File: config.mk
export PLATFORM = sky130hd
export DESIGN_NAME = uart_irq_ctrl
export DESIGN_NICKNAME = d
export VERILOG_FILES = /design/src/rtl/uirq_pkg.sv /design/src/rtl/uirq_cts_sync.sv /design/src/rtl/uirq_status.sv /design/src/rtl/uirq_regfile.sv /design/src/rtl/uart_irq_ctrl.sv
export SDC_FILE = /design/constraint.sdc
export NUM_CORES = 1
export LEC_CHECK = 0
export BUFFER_PORTS_ARGS = -buffer_cell sky130_fd_sc_hd__buf_2
export CAP_MARGIN = 20
export CELL_PAD_IN_SITES_DETAIL_PLACEMENT = 0
export CELL_PAD_IN_SITES_GLOBAL_PLACEMENT = 2
export CORE_AREA = 2 2 54 95
export CTS_CLUSTER_SIZE = 8
export DETAILED_ROUTE_END_ITERATION = 12
export DIE_AREA = 0 0 56 97
export PLACE_DENSITY_LB_ADDON = 0.1
export SLEW_MARGIN = 5
export SYNTH_ARGS = -nofsm -noshare
export SYNTH_HDL_FRONTEND = slang
export SYNTH_SLANG_ARGS = --single-unit
File: constraint.sdc
create_clock -name clk -period 2.6 [get_ports clk]
set_input_delay 0.26 -clock clk [delete_from_list [all_inputs] [get_ports clk]]
set_output_delay 0.26 -clock clk [all_outputs]
set_load 0.02 [all_outputs]
File: src/rtl/uirq_pkg.sv
package uirq_pkg;
    localparam int unsigned SRC_W = 14;
    localparam int unsigned CTS_TOG_BIT = 10;
    localparam int unsigned CTS_LVL_BIT = 4;

    typedef enum logic [1:0] {
        ADDR_STATUS = 2'd0,
        ADDR_ENABLE = 2'd1,
        ADDR_LINE   = 2'd2,
        ADDR_RSVD   = 2'd3
    } reg_addr_e;
endpackage

File: src/rtl/uirq_cts_sync.sv
module uirq_cts_sync #(
    parameter int unsigned SYNC_STAGES = 2
) (
    input  logic clk,
    input  logic rst_n,
    input  logic cts_i,
    output logic level_o,
    output logic toggle_o
);
    localparam int unsigned CW    = $clog2(SYNC_STAGES + 2);
    localparam int unsigned PRIME = SYNC_STAGES + 1;

    typedef struct packed {
        logic [SYNC_STAGES-1:0] sh;
        logic                   prev;
        logic [CW-1:0]          cnt;
    } sync_t;

    sync_t st_d, st_q;

    always_comb begin
        st_d = st_q;
        st_d.sh = {st_q.sh[SYNC_STAGES-2:0], cts_i};
        st_d.prev = st_q.sh[SYNC_STAGES-1];
        if (st_q.cnt != CW'(PRIME)) begin
            st_d.cnt = st_q.cnt + 1'b1;
        end
    end

    always_ff @(posedge clk or negedge rst_n) begin
        if (!rst_n) begin
            st_q <= '0;
        end else begin
            st_q <= st_d;
        end
    end

    assign level_o  = st_q.sh[SYNC_STAGES-1];
    assign toggle_o = (st_q.cnt == CW'(PRIME)) && (st_q.sh[SYNC_STAGES-1] != st_q.prev);

    // no toggle while the chain is still filling after reset
    a_r9_no_prime_toggle: assert property (@(posedge clk) disable iff (!rst_n)
        (st_q.cnt != CW'(PRIME)) |-> !toggle_o);

    generate
        if (SYNC_STAGES == 2) begin : g_lvl_chk
            // level equals the pin value two edges earlier
            a_r7_level_delay: assert property (@(posedge clk) disable iff (!rst_n)
                (st_q.cnt >= CW'(2)) |-> (level_o == $past(cts_i, 2)));
        end
    endgenerate
endmodule

File: src/rtl/uirq_status.sv
module uirq_status #(
    parameter int unsigned W = 14
) (
    input  logic         clk,
    input  logic         rst_n,
    input  logic [W-1:0] evt_i,
    input  logic [W-1:0] clr_i,
    input  logic [W-1:0] en_i,
    output logic [W-1:0] status_o,
    output logic         irq_o
);
    typedef struct packed {
        logic [W-1:0] status;
    } stat_t;

    stat_t st_d, st_q;

    always_comb begin
        st_d = st_q;
        // the event term is ORed in last, so a set beats a clear in the same cycle
        st_d.status = (st_q.status & ~clr_i) | evt_i;
    end

    always_ff @(posedge clk or negedge rst_n) begin
        if (!rst_n) begin
            st_q <= '0;
        end else begin
            st_q <= st_d;
        end
    end

    assign status_o = st_q.status;
    assign irq_o    = |(st_q.status & en_i);

    // every pulsed bit is set after the edge
    a_r4_event_wins: assert property (@(posedge clk) disable iff (!rst_n)
        (|evt_i) |=> ((st_q.status & $past(evt_i)) == $past(evt_i)));

    // cleared bits without a new event are zero after the edge
    a_r3_clear: assert property (@(posedge clk) disable iff (!rst_n)
        (|clr_i) |=> ((st_q.status & $past(clr_i & ~evt_i)) == '0));

    // bits not cleared keep their value
    a_r2_sticky: assert property (@(posedge clk) disable iff (!rst_n)
        1'b1 |=> (((st_q.status | $past(clr_i)) & $past(st_q.status)) == $past(st_q.status)));

    // no interrupt when nothing is enabled
    a_r6_masked: assert property (@(posedge clk) disable iff (!rst_n)
        (en_i == '0) |-> !irq_o);
endmodule

File: src/rtl/uirq_regfile.sv
module uirq_regfile
    import uirq_pkg::*;
#(
    parameter int unsigned W = 14
) (
    input  logic         clk,
    input  logic         rst_n,
    input  logic         wr_i,
    input  logic [1:0]   addr_i,
    input  logic [W-1:0] wdata_i,
    input  logic [W-1:0] status_i,
    input  logic         cts_lvl_i,
    output logic [W-1:0] enable_o,
    output logic [W-1:0] clr_o,
    output logic [W-1:0] rdata_o
);
    typedef struct packed {
        logic [W-1:0] enable;
    } rf_t;

    rf_t st_d, st_q;
    logic wr_en;

    assign wr_en = wr_i && (addr_i == ADDR_ENABLE);

    always_comb begin
        st_d = st_q;
        if (wr_en) begin
            st_d.enable = wdata_i;
        end
    end

    always_ff @(posedge clk or negedge rst_n) begin
        if (!rst_n) begin
            st_q <= '0;
        end else begin
            st_q <= st_d;
        end
    end

    always_comb begin
        clr_o = '0;
        if (wr_i && (addr_i == ADDR_STATUS)) begin
            clr_o = wdata_i;
        end
    end

    always_comb begin
        rdata_o = '0;
        unique case (reg_addr_e'(addr_i))
            ADDR_STATUS: rdata_o = status_i;
            ADDR_ENABLE: rdata_o = st_q.enable;
            ADDR_LINE:   rdata_o[CTS_LVL_BIT] = cts_lvl_i;
            default:     rdata_o = '0;
        endcase
    end

    assign enable_o = st_q.enable;

    // an enable write lands on the next edge
    a_r5_enable_load: assert property (@(posedge clk) disable iff (!rst_n)
        wr_en |=> (enable_o == $past(wdata_i)));

    // the enable register holds without a write to its address
    a_r10_enable_hold: assert property (@(posedge clk) disable iff (!rst_n)
        !wr_en |=> $stable(enable_o));
endmodule

File: src/rtl/uart_irq_ctrl.sv
module uart_irq_ctrl
    import uirq_pkg::*;
#(
    parameter int unsigned SYNC_STAGES = 2
) (
    input  logic             clk,
    input  logic             rst_n,
    input  logic [SRC_W-1:0] evt_i,
    input  logic             cts_i,
    input  logic             reg_wr,
    input  logic [1:0]       reg_addr,
    input  logic [SRC_W-1:0] reg_wdata,
    output logic [SRC_W-1:0] reg_rdata,
    output logic             irq_o
);
    logic             cts_lvl;
    logic             cts_tog;
    logic [SRC_W-1:0] evt_eff;
    logic [SRC_W-1:0] clr;
    logic [SRC_W-1:0] enable;
    logic [SRC_W-1:0] status;

    uirq_cts_sync #(.SYNC_STAGES(SYNC_STAGES)) u_cts (
        .clk      (clk),
        .rst_n    (rst_n),
        .cts_i    (cts_i),
        .level_o  (cts_lvl),
        .toggle_o (cts_tog)
    );

    always_comb begin
        evt_eff = evt_i;
        evt_eff[CTS_TOG_BIT] = cts_tog;
    end

    uirq_status #(.W(SRC_W)) u_stat (
        .clk      (clk),
        .rst_n    (rst_n),
        .evt_i    (evt_eff),
        .clr_i    (clr),
        .en_i     (enable),
        .status_o (status),
        .irq_o    (irq_o)
    );

    uirq_regfile #(.W(SRC_W)) u_rf (
        .clk       (clk),
        .rst_n     (rst_n),
        .wr_i      (reg_wr),
        .addr_i    (reg_addr),
        .wdata_i   (reg_wdata),
        .status_i  (status),
        .cts_lvl_i (cts_lvl),
        .enable_o  (enable),
        .clr_o     (clr),
        .rdata_o   (reg_rdata)
    );

    // right after reset nothing is pending
    a_r1_reset_quiet: assert property (@(posedge clk) disable iff (!rst_n)
        $rose(rst_n) |-> (!irq_o && status == '0 && enable == '0));
endmodule

# --- After elaboration in Yosys (flattened, before gate mapping) ---
# Cells that the tools add are included.
word_totals:
  ff_bits: 33
  in_bits: 34
  out_inout_bits: 15
  elab_cells: 24
op_classes:
  addsub: 1
  eq_ne: 5
  n_mux: 4
  bitwise_logic: 4
  n_reduce_logical: 5
ops:
  columns: ["cell", "count"]
  rows:
  - ["$and A14 B14 Y14", 2]
  - ["$pmux W9 S2", 1]
  - ["$mux W14", 1]
  - ["$not A14 Y14", 1]
  - ["$or A14 B14 Y14", 1]
  - ["$reduce_or A14 Y1", 1]
  - ["$pmux W4 S2", 1]
  - ["$eq A2 B2 Y1 const B", 2]
  - ["$logic_and A1 B1 Y1", 3]
  - ["$pmux W1 S3", 1]
  - ["$add A2 B1 Y2 const B", 1]
  - ["$eq A2 B1 Y1 const B", 1]
  - ["$logic_not A2 Y1", 1]
  - ["$ne A2 B2 Y1 const B", 1]
  - ["$ne A1 B1 Y1", 1]

# --- Longest topological paths before layout ---
# Gate-level depths: netlist of the first run.
depth:
  depth_word: 6
  mapped_depth: 5

# --- Cells and area by module ---
# Synthesis of the first run repeated with hierarchy kept, for this count alone.
hier_totals:
  cells_unflattened: 140
  hier_area_um2: 1681.6
by_module_without_submodules:
  columns: ["module", "n_inst", "cells_each", "area_each_um2"]
  rows:
  - ["uirq_regfile", 1, 79, 922.1]
  - ["uirq_status", 1, 51, 581.8]
  - ["uirq_cts_sync", 1, 10, 177.7]

# --- Least setup slack after synthesis of the first run ---
# No wires, ideal clock.
synth_timing:
  path_type: "in2out"
  start: "input port reg_addr[0]"
  end: "output port reg_rdata[4]"
  arrival_time_ns: 1.101
  required_ns: 2.340
  setup_slack_ns: 1.239
  stages: 3
  n_path_buf: 2
  path_cell_list: "buf_6 buf_2 o21ai_0"
synth_via:
  elab_chain_len: 2
  word_cells_on_any_way: 4
  classes_between: "eq/ne (2); mux (1); reduce/logical (1)"
synth_lines:
  columns: ["element", "line", "rtl"]
  rows:
  - ["from (decl)", "uart_irq_ctrl.sv:11", "input logic [1:0] reg_addr,"]
  - ["$eq A2 B2 Y1 (tied with other cells)", "uirq_regfile.sv:50", "unique case (reg_addr_e'(addr_i))"]
  - ["$pmux W1 S3 (*)", "uirq_regfile.sv:50", null]
  - ["to (decl)", "uart_irq_ctrl.sv:13", "output logic [SRC_W-1:0] reg_rdata,"]
# Every way passes the cells marked *; elsewhere a longest branch is shown, timed or not.

# --- Worst setup path in the final report of the first run ---
layout_timing:
  start: "register u_stat.st_q, in the netlist u_stat.status_o[13]"
  end: "output port irq_o"
layout_via:
  elab_chain_len: 2
layout_lines:
  columns: ["element", "line", "rtl"]
  rows:
  - ["from (decl)", "uirq_status.sv:16", "stat_t st_d, st_q;"]
  - ["from (signal assigned)", "uirq_status.sv:28", "st_q <= st_d;"]
  - ["$and A14 B14 Y14", "uirq_status.sv:33", "assign irq_o = |(st_q.status & en_i);"]
  - ["$reduce_or A14 Y1", "uirq_status.sv:33", null]
  - ["to (decl)", "uart_irq_ctrl.sv:14", "output logic irq_o"]
# Every way passes these cells.

==> results of run 1 <==
## layout make-up
cell class                      count  area share [%]
Clock buffer                        7            4.60
Multi-Input combinational cell     86            35.4
Timing Repair Buffer               47            12.5
Sequential cell                    33            44.0
Tap cell                           52            3.46
## stage by stage
| step | total power, mW | hold slack [ps] | util, % | setup slack (ps) | std cells |
|---|---|---|---|---|---|
| finish | 1.20 | 39.8 | 40.6 | 818 | 225 |
| global route | 1.26 | 76.5 | 40.6 | 730 | 225 |
| CTS | 1.22 | 70.5 | 40.6 | 791 | 225 |
| detailed placement | 0.833 | 335 | 38.7 | 847 | 218 |
| global placement | 0.825 | 334 | 38.7 | 858 | 218 |
| floorplan | 0.749 | -35.6 | - | 1240 | 125 |
## layout by cell type, fill, tap and decap left out, drive strengths merged
master / n
nand3b: 2
dfrtp: 33
mux2: 15
and3: 1
mux2i: 14
a22o: 2
ha: 1
a21o: 13
a22oi: 5
buf: 47
nor3b: 1
a221oi: 1
nand2: 14
xnor2: 1
nor2: 13
nand4: 1
xor2: 1
o21ai: 1
clkbuf: 7
## cell families after synthesis
family	share of synthesized area [%]
compound gates	10.8
xor+xnor	1.13
fa+ha+maj	0.810
buf+inv	3.48
flops	53.4
mux	20.0
simple gates	10.4
## per-layer routing
layer / global-route usage [%] / part of all wire, % / up-vias
met3: 3.48 / 5.5 / 4
met5: 0 / 0 / -
met2: 23.8 / 53 / 42
met1: 15.2 / 40 / 537
li1: - / - / 533
met4: 5.49 / 1.4 / 0
## registers in the layout (all words and copies together) (netlist names)
signal and count:
u_rf.enable_o 14, u_stat.status_o 14, u_cts.st_q 3, u_cts.level_o 1, u_cts.st_d 1
## final timing paths
check	startpoint	end
max reg2reg	u_cts.st_q[0]	u_cts.st_q[1]
max	u_stat.status_o[13]	irq_o
min	rst_n	u_stat.status_o[8]
min in group clk	cts_i	u_cts.st_d[4]
min reg2reg	u_cts.st_d[4]	u_cts.level_o
max in group asynchronous	rst_n	u_rf.enable_o[6]
## power by group through the flow
stage	registers [mW]	logic, mW	clock network [mW]
after floorplan	0.602	0.147	0
after detailed placement	0.614	0.219	0
after global placement	0.612	0.213	0
after CTS	0.604	0.219	0.396
final	0.604	0.214	0.379
after global routing	0.612	0.237	0.411
==> out/summary.txt, run 1 <==
Status - completed
Antenna violations before repair - 0
Clk root buf - clkbuf_8
Overall global routing resource usage - 13.6%
Fin crit share - 68.5%
Reg2Reg Depth - 2
H-tree Lvls - 2
Worst slew pin tran - 730 ps
Yosys Warn Count - 0
CP max stage cell - dfrtp_1
Antenna-violating nets left - 0
Top post-synthesis cells by area - dfrtp_1, mux2_2, mux2i_1
Share of post-route cells with drive strength above 1 - 40.5%
Multi-input gate area - 666 um^2
Max Root-Sink Buffers - 2
Die X - 56 um
Synth unique cells - 21
Nets - 208
Post-synth EDFFs - 0
Routed WL - 3400 um
DRC - 0
Die Ht - 97 um
Psw - 316 uW
Setup-failing EPs final - 0
CP startpoint kind - flop
Vias in the first global route - 1195
Flops & latches, synth - 33
Synth Instances - 125
# resized after CTS - 0
Post-Syn Area - 1550 um^2
Post-synth top area cell - dfrtp_1
Static Leak - 0.864 nW
Die ar. - 5430 um^2
Max Slew Vio Count - 0
FF-to-FF setup slack - 1530 ps
Pin count of the biggest net entering global routing - 34
Global-route wire length before repair - 5690 um
WS Path Type - reg2out
Initial Utilization - 33.4%
Synth cell count leaders - dfrtp_1, mux2_2, mux2i_1, nand2_1
Pre-antenna DRT Iters - 4
Via Count - 1116
Synthesis-to-finish area growth - 21.5%
Internal - 880 uW
# Post-CTS Setup Buffers - 0
HPWL after DPL - 2470 um
Diodes inserted - 0
Top-count cell post-synth - dfrtp_1
Seq pwr share - 50.5%
Num rows - 33
Switching share of power - 26.4%
Worst Clk Skew - 1.76 ps
# Max-Cap Violations - 0
CTS buffer count - 5
Syn nets - 160
Final RePlAce weighted congestion - 0.751
Final min period - 1780 ps
CP Data Required Time - 2340 ps
Async SR Flop Fraction - 100%
Worst Path Arrival - 1520 ps
Top cell type's share of synthesized area - 53.4%
Clock network fraction of design power - 31.6%
Crit path buffers/inverters - 1
Setup TNS - 0 ps
Clock Pin Slew Worst Setup and Hold Paths - 60 ps
Latest clock arrival within the worst-skew pair - 280 ps
Post-synth top flop - dfrtp_1
Fmax - 561 MHz
Routed vias/inst - 4.96
CP max stage delay - 400 ps
Comb power frac - 17.9%
Cell breakdown of the critical path - a22o_1 -> a221oi_1 -> nand4_1 -> buf_2
WP depth - 4
RSZ-0062 raised after global routing - false
Buffers on Ports - 47
CTS Hold Bufs - 0
Core ar. - 4620 um^2
Worst-path maximum fanout - 3
HP Class - in2async
Worst path top cell family by delay - compound AO/OA/AOI/OAI gates
Routed len/inst - 15.1 um
Placed instance area - 1790 um^2
Syn avg cell area - 12.4 um^2
CTS Sinks - 33
Fillers - 482
Final hold vios - 0
Worst setup EP type - output port
Grt ovf - 0
Peak supply drop - 0.348 mV
Register area share after synthesis - 53.4%
Slew margin rel. - 51.4%
Final instance area - 1880 um^2
Register Area - 826 um^2
Pwr dens - 637 nW/um^2
CTS tree - built
Initial drt markers - 25
Ports - 49
(Power assumes the default switching activity.)
==> run 2: changes to the inputs <==
--- a/config.mk
+++ b/config.mk
@@ -9,10 +9,10 @@
 export CAP_MARGIN = 20
 export CELL_PAD_IN_SITES_DETAIL_PLACEMENT = 0
 export CELL_PAD_IN_SITES_GLOBAL_PLACEMENT = 2
-export CORE_AREA = 2 2 54 95
+export CORE_AREA = 2 2 56 97
 export CTS_CLUSTER_SIZE = 8
 export DETAILED_ROUTE_END_ITERATION = 12
-export DIE_AREA = 0 0 56 97
+export DIE_AREA = 0 0 58 99
 export PLACE_DENSITY_LB_ADDON = 0.1
 export SLEW_MARGIN = 5
 export SYNTH_ARGS = -nofsm -noshare
==> constraint.sdc (replaced) <==
create_clock -name clk -period 1.77 [get_ports clk]
set_input_delay 0.177 -clock clk [delete_from_list [all_inputs] [get_ports clk]]
set_output_delay 0.177 -clock clk [all_outputs]
set_load 0.02 [all_outputs]
==> run 2 against run 1 <==
Core utilization fell by 1.9 points. Routed wire length grew 6.7%. Largest power group unchanged. Global-route usage is 0.28 points higher. Non-clock buffer count is 4 higher. Design area rose by 1.7%. Highest routed layer unchanged. Via count increased by 1.4%. Combinational power up 50%. Worst hold slack improved by 29 ps.
==> out/summary.txt, run 2 (synthesis results as in run 1) <==
# Max-Cap Violations - 0
Grt ovf - 0
DRC - 0
Nets - 212
Die Ht - 99 um
Via Count - 1132
CP Data Required Time - 1590 ps
Final hold vios - 0
Pre-antenna DRT Iters - 4
H-tree Lvls - 2
Diodes inserted - 0
Share of post-route cells with drive strength above 1 - 41.5%
Fin cells - 230
Antenna-violating nets left - 0
Psw - 481 uW
Max Slew Vio Count - 0
Global-route wire length before repair - 5980 um
Synthesis-to-finish area growth - 23.6%
Setup-failing EPs final - 0
Fin crit share - 90.5%
Clk root buf - clkbuf_8
Buffers on Ports - 47
Worst Clk Skew - 1.16 ps
Multi-input gate area - 672 um^2
Max Root-Sink Buffers - 2
Most common cell after layout, fill and taps aside - buf_2
RSZ-0062 raised after global routing - false
Initial drt markers - 34
WS Path Type - reg2out
Antenna violations before repair - 0
Worst Path Arrival - 1420 ps
Fmax - 624 MHz
Comb power frac - 18.6%
# Post-CTS Setup Buffers - 0
Layout Utilization - 38.7%
Final min period - 1600 ps
Pin count of the biggest net entering global routing - 34
Final RePlAce weighted congestion - 0.821
Placed cell count - 222
CTS Sinks - 33
Switching share of power - 27.8%
Peak supply drop - 0.509 mV
Seq pwr share - 51.5%
Routed WL - 3630 um
Initial Utilization - 31.3%
Internal - 1.25 mW
Slew margin rel. - 50.0%
Clock Pin Slew Worst Setup and Hold Paths - 70 ps
Die X - 58 um
Worst setup EP type - output port
Num rows - 34
Fillers - 509
Overall global routing resource usage - 13.8%
CP startpoint kind - flop
HPWL after DPL - 2650 um
Worst slew pin tran - 751 ps
Highest-count cells in the layout ignoring fill and taps - buf_2, dfrtp_1, mux2_2, mux2i_1, nand2_1
Clock network fraction of design power - 29.9%
Pwr dens - 907 nW/um^2
Core ar. - 4930 um^2
Worst-path maximum fanout - 3
Ports - 49
Die ar. - 5740 um^2
Setup TNS - 0 ps
Latest clock arrival within the worst-skew pair - 270 ps
Register Area - 826 um^2
Routed len/inst - 15.8 um
Static Leak - 0.880 nW
CTS buffer count - 5
HP Class - in2reg
Vias in the first global route - 1299
Status - completed
CTS tree - built
Routed vias/inst - 4.92
[run 2: metal layers]
metal | routed length, um | track usage [%] | vias up
li1 | - | - | 541
met1 | 1440 | 15.2 | 551
met2 | 1970 | 24.8 | 38
met3 | 189 | 3.28 | 2
met4 | 28 | 5.37 | 0
met5 | 0 | 0 | -
[run 2: stage by stage]
step                power, mW  hold WS, ps  instance area [um^2]  worst slack, ps
floorplan                1.10         -119                  1550              547
global placement         1.21          276                  1810              349
detailed placement       1.23          290                  1810              329
CTS                      1.76         62.9                  1900             57.8
global route             1.84         63.2                  1910             70.9
finish                   1.73         68.8                  1910              168
[run 2: worst paths after layout]
| kind | start | end | slack, ps | cells past startpoint |
|---|---|---|---|---|
| max | u_stat.status_o[13] | irq_o | 170 | 4 |
| min reg2reg | u_cts.st_d[4] | u_cts.level_o | 360 | 0 |
| min | evt_i[6] | u_stat.status_o[6] | 70 | 2 |
| min in group asynchronous | rst_n | u_rf.enable_o[2] | 500 | 2 |
| max in group asynchronous | rst_n | u_stat.status_o[4] | 790 | 2 |
| max reg2reg | u_cts.st_q[0] | u_cts.st_q[1] | 720 | 2 |
[run 2: final cells by class]
type	count	area share (%)
clock buffer	5	3.60
clock inverter	1	0.262
multi-input combinational	86	35.2
sequential	33	43.3
tap	54	3.54
timing repair buffer	51	14.2
[run 2: power by group through the flow]
stage          Combinational (mW)  Sequential [mW]  Clock [mW]
2_1_floorplan               0.216            0.884           0
3_3_place_gp                0.316            0.898           0
3_5_place_dp                0.324            0.905           0
4_1_cts                     0.328            0.891       0.540
5_1_grt                     0.359            0.902       0.579
6_report                    0.322            0.892       0.517
[run 2: critical path, cell delays in order (launching register included)]
cell and delay, ps:
dfrtp_1 400, a22o_1 250, a221oi_2 200, nand4_1 120, buf_2 180
[run 2: timing repair]
item	in CTS	in global routing
resized for setup	0	1
setup endpoints to repair	0	1
hold buffers	2	0
endpoints found under the hold margin	28	0
